`src/rtl/tzs_pkg.sv`:
```
package tzs_pkg;

   typedef enum logic [2:0] {
      ST_IDLE,
      ST_PORWAIT,
      ST_CLR,
      ST_PROG,
      ST_RSTLO,
      ST_STAT,
      ST_CFG,
      ST_VERIFY
   } tzs_state_e;

   function automatic longint ceil_div(input longint num, input longint den);
      return (num + den - 1) / den;
   endfunction

endpackage

```
`src/rtl/tzs_edge_sync.sv`:
```
module tzs_edge_sync #(
   parameter int STAGES = 2
) (
   input  logic clk_i,
   input  logic rst_ni,
   input  logic d_i,
   output logic rise_o
);
   if (STAGES < 2) begin : g_bad_stages
      $error("tzs_edge_sync: STAGES must be at least 2");
   end

   logic [STAGES:0] sh_q;

   always_ff @(posedge clk_i or negedge rst_ni) begin
      if (!rst_ni) sh_q <= '0;
      else         sh_q <= {sh_q[STAGES-1:0], d_i};
   end

   assign rise_o = sh_q[STAGES-1] & ~sh_q[STAGES];
endmodule

```
`src/rtl/tzs_tick_timer.sv`:
```
module tzs_tick_timer #(
   parameter int W = 8
) (
   input  logic         clk_i,
   input  logic         rst_ni,
   input  logic         clr_i,
   input  logic [W-1:0] limit_i,
   output logic         expired_o
);
   if (W < 1) begin : g_bad_w
      $error("tzs_tick_timer: W must be positive");
   end

   logic [W-1:0] cnt_q;

   assign expired_o = ({1'b0, cnt_q} + (W+1)'(1)) >= {1'b0, limit_i};

   always_ff @(posedge clk_i or negedge rst_ni) begin
      if (!rst_ni)         cnt_q <= '0;
      else if (clr_i)      cnt_q <= '0;
      else if (!expired_o) cnt_q <= cnt_q + W'(1);
   end
endmodule

```
`src/rtl/tzs_edc_verify.sv`:
```
module tzs_edc_verify (
   input  logic clk_i,
   input  logic rst_ni,
   input  logic arm_i,
   input  logic cycle_i,
   input  logic err_i,
   output logic pass_o,
   output logic corrupt_o,
   output logic done_o
);
   assign corrupt_o = arm_i & err_i;
   assign pass_o    = arm_i & cycle_i & ~err_i;

   always_ff @(posedge clk_i or negedge rst_ni) begin
      if (!rst_ni) done_o <= 1'b0;
      else         done_o <= pass_o;
   end

   AST_DONE_SINGLE: assert property (@(posedge clk_i) disable iff (!rst_ni)
      done_o |=> !done_o);
   AST_ERR_BLOCKS_DONE: assert property (@(posedge clk_i) disable iff (!rst_ni)
      (arm_i && err_i) |=> !done_o);
endmodule

```
`src/rtl/tamper_zeroize_seq.sv`:
```
module tamper_zeroize_seq
   import tzs_pkg::*;
#(
   parameter int CLK_HZ       = 50_000_000,
   parameter int HOLD_STD_US  = 200_000,
   parameter int HOLD_FAST_US = 9_000,
   parameter int RST_MIN_NS   = 500,
   parameter int ACK_TMO      = 1024,
   parameter int KEY_W        = 256,
   parameter int SYNC_STAGES  = 2
) (
   input  logic             clk_i,
   input  logic             rst_ni,
   input  logic             tamper_i,
   input  logic             fast_por_i,
   input  logic [KEY_W-1:0] repl_key_i,
   output logic             clr_req_o,
   input  logic             clr_ack_i,
   output logic             prog_req_o,
   input  logic             prog_ack_i,
   output logic [KEY_W-1:0] prog_key_o,
   output logic             reconf_n_o,
   input  logic             stat_n_i,
   input  logic             cfg_done_i,
   input  logic             edc_cycle_i,
   input  logic             edc_err_i,
   output logic             busy_o,
   output logic             done_ok_o,
   output logic             fail_o,
   output logic             retamper_o
);
   localparam longint NS_PER_S = 64'd1_000_000_000;
   localparam longint US_PER_S = 64'd1_000_000;
   localparam int RST_CYC   = int'(ceil_div(longint'(RST_MIN_NS) * longint'(CLK_HZ), NS_PER_S));
   localparam int HOLD_STD  = int'(ceil_div(longint'(HOLD_STD_US) * longint'(CLK_HZ), US_PER_S));
   localparam int HOLD_FAST = int'(ceil_div(longint'(HOLD_FAST_US) * longint'(CLK_HZ), US_PER_S));
   localparam int MAX_A     = (HOLD_STD > HOLD_FAST) ? HOLD_STD : HOLD_FAST;
   localparam int MAX_B     = (RST_CYC > ACK_TMO) ? RST_CYC : ACK_TMO;
   localparam int MAX_CYC   = (MAX_A > MAX_B) ? MAX_A : MAX_B;
   localparam int CNT_W     = $clog2(MAX_CYC + 1);

   localparam logic [CNT_W-1:0] LIM_RST  = CNT_W'(RST_CYC);
   localparam logic [CNT_W-1:0] LIM_ACK  = CNT_W'(ACK_TMO);
   localparam logic [CNT_W-1:0] LIM_STD  = CNT_W'(HOLD_STD);
   localparam logic [CNT_W-1:0] LIM_FAST = CNT_W'(HOLD_FAST);

   if (CLK_HZ <= 0 || RST_MIN_NS <= 0 || HOLD_STD_US <= 0 || HOLD_FAST_US <= 0) begin : g_bad_time
      $error("tamper_zeroize_seq: timing parameters must be positive");
   end
   if (ACK_TMO < 2) begin : g_bad_tmo
      $error("tamper_zeroize_seq: ACK_TMO must be at least 2");
   end
   if (KEY_W != 256) begin : g_bad_key
      $error("tamper_zeroize_seq: key width must be 256");
   end

   tzs_state_e state_q, state_d;
   logic tamper_rise, por_ok, seq_exp, tmr_clr;
   logic start, fail_set, v_pass, v_corrupt;
   logic fail_q, retamper_q;
   logic [CNT_W-1:0] seq_limit, por_limit;

   tzs_edge_sync #(.STAGES(SYNC_STAGES)) u_sync (
      .clk_i  (clk_i),
      .rst_ni (rst_ni),
      .d_i    (tamper_i),
      .rise_o (tamper_rise)
   );

   assign por_limit = fast_por_i ? LIM_FAST : LIM_STD;

   tzs_tick_timer #(.W(CNT_W)) u_por_tmr (
      .clk_i     (clk_i),
      .rst_ni    (rst_ni),
      .clr_i     (1'b0),
      .limit_i   (por_limit),
      .expired_o (por_ok)
   );

   assign seq_limit = (state_q == ST_RSTLO) ? LIM_RST : LIM_ACK;
   assign tmr_clr   = (state_d != state_q);

   tzs_tick_timer #(.W(CNT_W)) u_seq_tmr (
      .clk_i     (clk_i),
      .rst_ni    (rst_ni),
      .clr_i     (tmr_clr),
      .limit_i   (seq_limit),
      .expired_o (seq_exp)
   );

   tzs_edc_verify u_verify (
      .clk_i     (clk_i),
      .rst_ni    (rst_ni),
      .arm_i     (state_q == ST_VERIFY),
      .cycle_i   (edc_cycle_i),
      .err_i     (edc_err_i),
      .pass_o    (v_pass),
      .corrupt_o (v_corrupt),
      .done_o    (done_ok_o)
   );

   assign start = (state_q == ST_IDLE) && tamper_rise;

   always_comb begin
      state_d  = state_q;
      fail_set = 1'b0;
      unique case (state_q)
         ST_IDLE:    if (tamper_rise) state_d = por_ok ? ST_CLR : ST_PORWAIT;
         ST_PORWAIT: if (por_ok) state_d = ST_CLR;
         ST_CLR: begin
            if (clr_ack_i) state_d = ST_PROG;
            else if (seq_exp) begin
               state_d  = ST_IDLE;
               fail_set = 1'b1;
            end
         end
         ST_PROG: begin
            if (prog_ack_i) state_d = ST_RSTLO;
            else if (seq_exp) begin
               state_d  = ST_IDLE;
               fail_set = 1'b1;
            end
         end
         ST_RSTLO:   if (seq_exp) state_d = ST_STAT;
         ST_STAT:    if (stat_n_i) state_d = ST_CFG;
         ST_CFG:     if (cfg_done_i) state_d = ST_VERIFY;
         ST_VERIFY: begin
            if (v_corrupt) begin
               state_d  = ST_IDLE;
               fail_set = 1'b1;
            end else if (v_pass) begin
               state_d  = ST_IDLE;
            end
         end
         default:    state_d = ST_IDLE;
      endcase
   end

   always_ff @(posedge clk_i or negedge rst_ni) begin
      if (!rst_ni) begin
         state_q    <= ST_IDLE;
         fail_q     <= 1'b0;
         retamper_q <= 1'b0;
      end else begin
         state_q <= state_d;
         if (start)         fail_q <= 1'b0;
         else if (fail_set) fail_q <= 1'b1;
         if (start)                                      retamper_q <= 1'b0;
         else if (tamper_rise && state_q != ST_IDLE)     retamper_q <= 1'b1;
      end
   end

   assign clr_req_o  = (state_q == ST_CLR);
   assign prog_req_o = (state_q == ST_PROG);
   assign prog_key_o = prog_req_o ? repl_key_i : '0;
   assign reconf_n_o = (state_q != ST_RSTLO);
   assign busy_o     = (state_q != ST_IDLE);
   assign fail_o     = fail_q;
   assign retamper_o = retamper_q;

   // independent low-run counter for checking the reconfiguration pulse width
   logic [CNT_W-1:0] low_run_q;
   always_ff @(posedge clk_i or negedge rst_ni) begin
      if (!rst_ni)                       low_run_q <= '0;
      else if (reconf_n_o)               low_run_q <= '0;
      else if (low_run_q != '1)          low_run_q <= low_run_q + CNT_W'(1);
   end

   AST_CLEAR_BEFORE_PROG: assert property (@(posedge clk_i) disable iff (!rst_ni)
      $rose(prog_req_o) |-> $past(clr_req_o && clr_ack_i));
   AST_PROG_BEFORE_RESET: assert property (@(posedge clk_i) disable iff (!rst_ni)
      $fell(reconf_n_o) |-> $past(prog_req_o && prog_ack_i));
   AST_RESET_MIN_WIDTH: assert property (@(posedge clk_i) disable iff (!rst_ni)
      $rose(reconf_n_o) |-> (low_run_q >= LIM_RST));
   AST_HOLDOFF_GATE: assert property (@(posedge clk_i) disable iff (!rst_ni)
      $rose(clr_req_o) |-> $past(por_ok));
   AST_ACK_TIMEOUT: assert property (@(posedge clk_i) disable iff (!rst_ni)
      (clr_req_o && !clr_ack_i && seq_exp) |=> (!clr_req_o && fail_o));
   AST_CRC_FAILS: assert property (@(posedge clk_i) disable iff (!rst_ni)
      (state_q == ST_VERIFY && edc_err_i) |=> (fail_o && !busy_o));
   AST_RETAMPER_STICKY: assert property (@(posedge clk_i) disable iff (!rst_ni)
      (busy_o && tamper_rise) |=> (retamper_o && busy_o));
endmodule

```
`config.mk`:
```
export PLATFORM = sky130hd
export DESIGN_NAME = tamper_zeroize_seq
export DESIGN_NICKNAME = d
export VERILOG_FILES = /design/src/rtl/tzs_pkg.sv /design/src/rtl/tzs_edge_sync.sv /design/src/rtl/tzs_tick_timer.sv /design/src/rtl/tzs_edc_verify.sv /design/src/rtl/tamper_zeroize_seq.sv
export SDC_FILE = /design/constraint.sdc
export NUM_CORES = 1
export LEC_CHECK = 0
export BUFFER_PORTS_ARGS = -buffer_cell sky130_fd_sc_hd__buf_4
export CAP_MARGIN = 5
export CORE_AREA = 4 4 205 207
export DETAILED_ROUTE_END_ITERATION = 8
export DIE_AREA = 0 0 209 211
export SYNTH_ARGS = -nofsm -noshare
export SYNTH_HDL_FRONTEND = slang
export SYNTH_HIERARCHICAL = 1
export SYNTH_SLANG_ARGS = --single-unit
export TNS_END_PERCENT = 50
```
`constraint.sdc`:
```
create_clock -name clk_i -period 10.25 [get_ports clk_i]
set_input_delay 2.05 -clock clk_i [delete_from_list [all_inputs] [get_ports clk_i]]
set_output_delay 2.05 -clock clk_i [all_outputs]
set_load 0.1 [all_outputs]
```
==> flow_metrics.tcl, run 1 <==
set metrics [dict create \
    std_cell_rows 74 \
    setup-violations-final 0 \
    clock_skew_ps 12.37 \
    die_x_um 209 \
    grt_pass1_vias 8016 \
    ant_nets 0 \
    routed_via_density 4.316 \
    synth.distinct_cells 66 \
    synthFlopType "dfrtp_1" \
    postCtsSetupBuffers 0 \
    drive_above_1_share 0.4237 \
    wl_um 49800 \
    drc 0 \
    cts_inserted_buffers 9 \
    slew_headroom 0.2826 \
    hold_path.class "flip-flop to flip-flop" \
    place_ws_ps 4550 \
    fmax_mhz 171.3 \
    ys_ff_latch 57 \
    wl_per_cell_um 25.68 \
    clk-insertion-delay-late_ps 340 \
    fin_crit_ps 5837 \
    fin_cells 1939 \
    peakVddDrop_v 0.00008345 \
    crit_path_start_kind "flip-flop" \
    gp_congestion 0.9419 \
    start_util 0.1685 \
    fill_cells 4407 \
    finalCritPeriodShare 0.5694 \
    drtIter0Drc 479 \
    tightest_slew_ps 1076 \
    cts_hold_buf 0 \
    grt_overflow_total 0 \
    final_common_cell "buf_4" \
    clock_path_buffers 2 \
    vias 8368 \
    clock-sinks 57 \
    dpl.cell_count 1911 \
    final_cell_mix "buf_4, and2_1, a21oi_1" \
    numPortBuffers 528 \
    cp.arrival_ps 6060 \
    place_hpwl_um 44810 \
    syn-instance-count 871 \
    p_leak_nw 5.834 \
    setup_ws_ps 4413 \
    cts_tree "built" \
    fin_setup_tns_ps 0 \
    ctsHtreeMaxLevel 3 \
    areaGrowthSynthToFinish_pct 70.87 \
    synth_edf_count 0 \
    rsz0062_at_grt "false" \
    ys_warn_count 6 \
    cp-end-kind "flip-flop" \
    die-area_mm2 0.04410 \
    dr.pass1.iters 5 \
    crit_required_ps 10480 \
    antenna_found_initial 37 \
    clkSlewWorstSetupHoldPaths_ps 60 \
    grt_pass1_wl_um 65820 \
    num_io_pins 529 \
    crit_fanout 46 \
    status "finished clean" \
    criticalPathCategory "flip-flop to flip-flop" \
    fin_nets 1706 \
    syn_area_per_cell_um2 7.807 \
    maxSlewViolCount 0 \
    cts_resized 0 \
    grt_usage 0.2119 \
    hold_viol 0 \
    synth_async_sr_flop_share 1.000 \
    yosysSeqAreaShare 0.2098 \
    synthesis.area_mm2 0.006800 \
    cap_violations 0 \
    die_y_um 211 \
    grt_max_degree 140 \
    p_per_area_mw_per_mm2 127.8 \
    core_area_mm2 0.04037 \
    clock-root-buffer "clkbuf_16" \
]
state kept, by name, summed over array words and instances, names as in the netlist:
name,cells
u_por_tmr/cnt_q,24
u_seq_tmr/cnt_q,24
state_q,3
u_sync/sh_q,3
fail_o,1
retamper_o,1
u_verify/done_o,1
worst paths after layout:
path                       cells past startpoint                              end  slack [ps]                      startpoint
setup / recovery                              21  u_seq_tmr/cnt_q[23]$_DFFE_PN0P_        4410  u_seq_tmr/cnt_q[0]$_DFFE_PN0P_
hold / removal                                 0         u_sync/sh_q[1]$_DFF_PN0_         360        u_sync/sh_q[0]$_DFF_PN0_
setup reg to reg                              21  u_seq_tmr/cnt_q[23]$_DFFE_PN0P_        4410  u_seq_tmr/cnt_q[0]$_DFFE_PN0P_
hold reg to reg                                0         u_sync/sh_q[1]$_DFF_PN0_         360        u_sync/sh_q[0]$_DFF_PN0_
max in group asynchronous                      1   u_seq_tmr/cnt_q[6]$_DFFE_PN0P_        7940                          rst_ni
min in group asynchronous                      1         u_sync/sh_q[0]$_DFF_PN0_        1790                          rst_ni
metal layers:
layer | part of all wire | wire length [um] | global-route usage | vias to the layer above
met1 | 0.46 | 22800 | 0.2974 | 3950
met5 | 0.0021 | 103 | 0 | -
met4 | 0.024 | 1192 | 0.05558 | 14
met3 | 0.097 | 4838 | 0.08362 | 51
li1 | - | - | - | 3979
met2 | 0.42 | 20860 | 0.3033 | 374
Yosys cell counts, types with 3 or more instances:
cell type,instances,area share
and2_1,258,0.24
a21oi_1,63,0.046
inv_1,58,0.032
dfrtp_1,57,0.21
ha_1,50,0.092
o31ai_1,40,0.044
nand2_1,38,0.021
or4_1,36,0.040
xnor2_1,36,0.046
buf_2,31,0.023
nor2_1,28,0.015
nand3_1,16,0.012
nand4_1,12,0.011
clkbuf_1,10,0.0055
nor4_1,10,0.0092
o21ai_0,10,0.0074
nor2b_1,9,0.0083
xor2_1,9,0.012
buf_4,7,0.0077
nand3_2,7,0.010
mux2_2,6,0.0099
clkbuf_2,5,0.0037
or2_2,4,0.0037
or3_1,4,0.0037
and3b_1,3,0.0039
nand2b_1,3,0.0028
layout make-up:
type | count | area, um^2 | area share
Multi-Input combinational cell | 730 | 4987 | 0.4292
Sequential cell | 57 | 1426 | 0.1228
Clock inverter | 5 | 30.03 | 0.002584
Tap cell | 532 | 665.6 | 0.05728
Clock buffer | 11 | 252.7 | 0.02175
Inverter | 59 | 226.5 | 0.01949
Timing Repair Buffer | 533 | 4001 | 0.3444
Antenna cell | 12 | 30.03 | 0.002584
metrics by stage:
step                        util  area [um^2]  total power (W)  hold slack [ps]
after detailed placement  0.2801        11310         0.001203            349.1
after floorplan                -         6920        0.0009293            331.2
final                     0.2878        11620         0.001485            361.5
after global routing      0.2877        11610         0.001551            368.1
after CTS                 0.2871        11590         0.001493            360.5
after global placement    0.2801        11310         0.001198            340.1
power by group:
part           internal (W)  switching (W)
logic              0.000235       0.000695
registers          0.000240      0.0000292
clock network      0.000175       0.000110
total              0.000650       0.000835
cell families after synthesis:
kind of cell	count (synthesis)	synth area share
AND/OR/NAND/NOR	457	0.4197
buffers and inverters	116	0.07672
multiplexers	7	0.01141
other	2	0.001104
AO/OA/AOI/OAI	137	0.1314
adder cells (fa/ha/maj)	50	0.09200
flip-flops	57	0.2098
XOR/XNOR	45	0.05796
critical path, cell delays in order (launching register included):
cell and delay, ps:
dfrtp_1 430, ha_1 270, nand2_1 110, nor2_2 270, and3b_1 270, nand3_1 190
nor2_1 160, xor2_1 80, ha_1 290, nand4_1 140, nor4_1 660, nand4_1 270
a21oi_4 840, nor2_1 110, inv_1 170, nor2b_1 150, o21ai_1 110, a2111o_1 430
o221ai_1 80, buf_4 340, nor2_1 90, mux2_2 270
Note: power is estimated with default switching activity, not from simulation.
==> inputs of run 2 (changes only) <==
Settings changed: CORE_AREA 4 4 205 207 to 4 4 206 208, DIE_AREA 0 0 209 211 to 0 0 210 212.
Clock period 10.25 ns to 5.9 ns, I/O delays scaled along.
==> run 2 against run 1 <==
  * Power up 73%
  * Clock power up 73%
  * Register-to-register slack worse by 3500 ps
  * Combinational power up 73%
  * Setup slack worse by 3500 ps
  * Largest power group unchanged
  * Non-clock buffer count up 2
  * Critical path depth up 1
  * Utilization down 0.12 points
  * Flip-flop and latch count unchanged
  * Highest routed layer unchanged
  * Via count down 0.22%
  * Critical endpoint is now u_seq_tmr/cnt_q[6]$_DFFE_PN0P_
==> flow_metrics.tcl, run 2 (synthesis gave the netlist of run 1 again) <==
set metrics [dict create \
    wl_um 50640 \
    fmax_mhz 199.2 \
    fin_cells 1942 \
    start_util 0.1677 \
    drc 0 \
    std_cell_rows 74 \
    vias 8350 \
    cp.arrival_ps 5230 \
    p_clk_frac 0.192 \
    crit_required_ps 6110 \
    drtIter0Drc 411 \
    grt_pass1_vias 8432 \
    setup-violations-final 0 \
    power_frac_seq 0.183 \
    grt_overflow_total 0 \
    fin_setup_tns_ps 0 \
    rsz0062_at_grt "false" \
    core_area_mm2 0.04055 \
    cts_hold_buf 0 \
    dpl.cell_count 1913 \
    die-area_mm2 0.04452 \
    switching_share 0.5573 \
    place_hpwl_um 45560 \
    maxSlewViolCount 0 \
    final_cell_mix "buf_4, and2_1, a21oi_1" \
    fill_cells 4478 \
    gp_congestion 0.9549 \
    clock_skew_ps 8.033 \
    crit_start "u_seq_tmr/cnt_q[0]$_DFFE_PN0P_" \
    status "finished clean" \
    clock-root-buffer "clkbuf_16" \
    clk-insertion-delay-late_ps 330 \
    postCtsSetupBuffers 0 \
    clock_path_buffers 2 \
    fin_crit_ps 5019 \
    wl_per_cell_um 26.07 \
    clkSlewWorstSetupHoldPaths_ps 50 \
    slowest_delay_ps 450 \
    areaGrowthSynthToFinish_pct 70.93 \
    fin_util 0.2866 \
    hold_viol 0 \
    cp-end-kind "flip-flop" \
    cp_cell_sequence "ha_1 -> nand2_1 -> nor2_2 -> and3b_1 -> nand3_1 -> nor2_1 -> xor2_1 -> ha_1 -> nand4_1 -> nor4_1 -> a221oi_2 -> o211ai_2 -> buf_4 -> nor2_1 -> inv_1 -> nor2b_1 -> o21ai_1 -> a2111o_1 -> o221ai_1 -> buf_4 -> nor2b_1 -> mux2_2" \
    finalCritPeriodShare 0.8507 \
    drive_above_1_share 0.4241 \
    grt_max_degree 154 \
    critPathSlowestCell "nor4_1" \
    cts_tree "built" \
    num_io_pins 529 \
    grt_usage 0.2151 \
    clock-sinks 57 \
    antenna_found_initial 33 \
    criticalPathCategory "flip-flop to flip-flop" \
    die_x_um 210 \
    slew_headroom 0.3873 \
    hold_ws_ps 345.8 \
    dr.pass1.iters 5 \
    cap_violations 0 \
    ctsHtreeMaxLevel 3 \
    intPower_w 0.001138 \
    final_common_cell "buf_4" \
    peakVddDrop_v 0.0002082 \
    reg2reg_from "u_seq_tmr/cnt_q[0]$_DFFE_PN0P_" \
    die_y_um 212 \
    numPortBuffers 528 \
    p_leak_nw 5.851 \
    top_regs "u_por_tmr/cnt_q: 24 flops, u_seq_tmr/cnt_q: 24 flops" \
    cts_inserted_buffers 9 \
    grt_pass1_wl_um 66920 \
    fin_nets 1708 \
    p_switching_w 0.001432 \
    cts_resized 0 \
    tightest_slew_ps 919.1 \
    hold_start "u_sync/sh_q[0]$_DFF_PN0_" \
    crit_fanout 46 \
    p_per_area_mw_per_mm2 221.1 \
    ant_nets 0 \
    hold_path.class "flip-flop to flip-flop" \
    crit_path_start_kind "flip-flop" \
    routed_via_density 4.300 \
    p_comb_frac 0.625 \
]
-- run 2: changes by cell type in the layout (fill, tap and decap cells not counted), sizes merged --
cell,before,now
buf,533,535
clkinvlp,2,0
diode,12,14
clkbuf,11,12
-- run 2: metrics by stage --
stage               total power (W)  worst slack [ps]  cell area (um^2)
finish                     0.002570             880.6             11620
global route               0.002696             424.8             11610
CTS                        0.002601             843.3             11590
detailed placement         0.002090             909.7             11310
global placement           0.002077              1044             11310
floorplan                  0.001614              1353              6920
-- run 2: worst paths after layout --
kind                                                   end  slack (ps)  cells past startpoint
max                         u_seq_tmr/cnt_q[6]$_DFFE_PN0P_         880                     22
min                               u_sync/sh_q[1]$_DFF_PN0_         350                      0
max reg2reg                 u_seq_tmr/cnt_q[6]$_DFFE_PN0P_         880                     22
min reg2reg                       u_sync/sh_q[1]$_DFF_PN0_         350                      0
max in group asynchronous  u_seq_tmr/cnt_q[10]$_DFFE_PN0P_        4440                      1
min in group asynchronous   u_por_tmr/cnt_q[0]$_DFFE_PN0P_         940                      1
-- run 2: power by group through the flow --
| stage | sequential [W] | combinational [W] | clock [W] |
|---|---|---|---|
| floorplan | 0.000487 | 0.00113 | 0 |
| global placement | 0.000474 | 0.00160 | 0 |
| detailed placement | 0.000476 | 0.00161 | 0 |
| CTS | 0.000470 | 0.00162 | 0.000510 |
| global route | 0.000475 | 0.00169 | 0.000529 |
| finish | 0.000470 | 0.00161 | 0.000494 |
-- run 2: critical path, delay by kind of cell, from the launching register on --
family	cells	cell delay (ps)
xor+xnor	1	90
flops	1	420
mux	1	270
compound gates	5	790
simple gates	10	1870
fa+ha+maj	2	570
buf+inv	3	870
-- run 2: per-layer routing --
metal,track usage,share of wire
met1,0.2703,0.42
met2,0.3148,0.43
met3,0.1185,0.12
met4,0.06863,0.026
met5,0,0.0034
-- run 2: layout make-up --
type | count | area, um^2 | area share
sequential | 57 | 1426 | 0.1227
antenna | 14 | 35.03 | 0.003014
clock buffer | 12 | 266.5 | 0.02293
timing repair buffer | 535 | 4016 | 0.3455
multi-input combinational | 730 | 4972 | 0.4278
clock inverter | 3 | 15.01 | 0.001292
tap | 532 | 665.6 | 0.05727
inverter | 59 | 226.5 | 0.01948
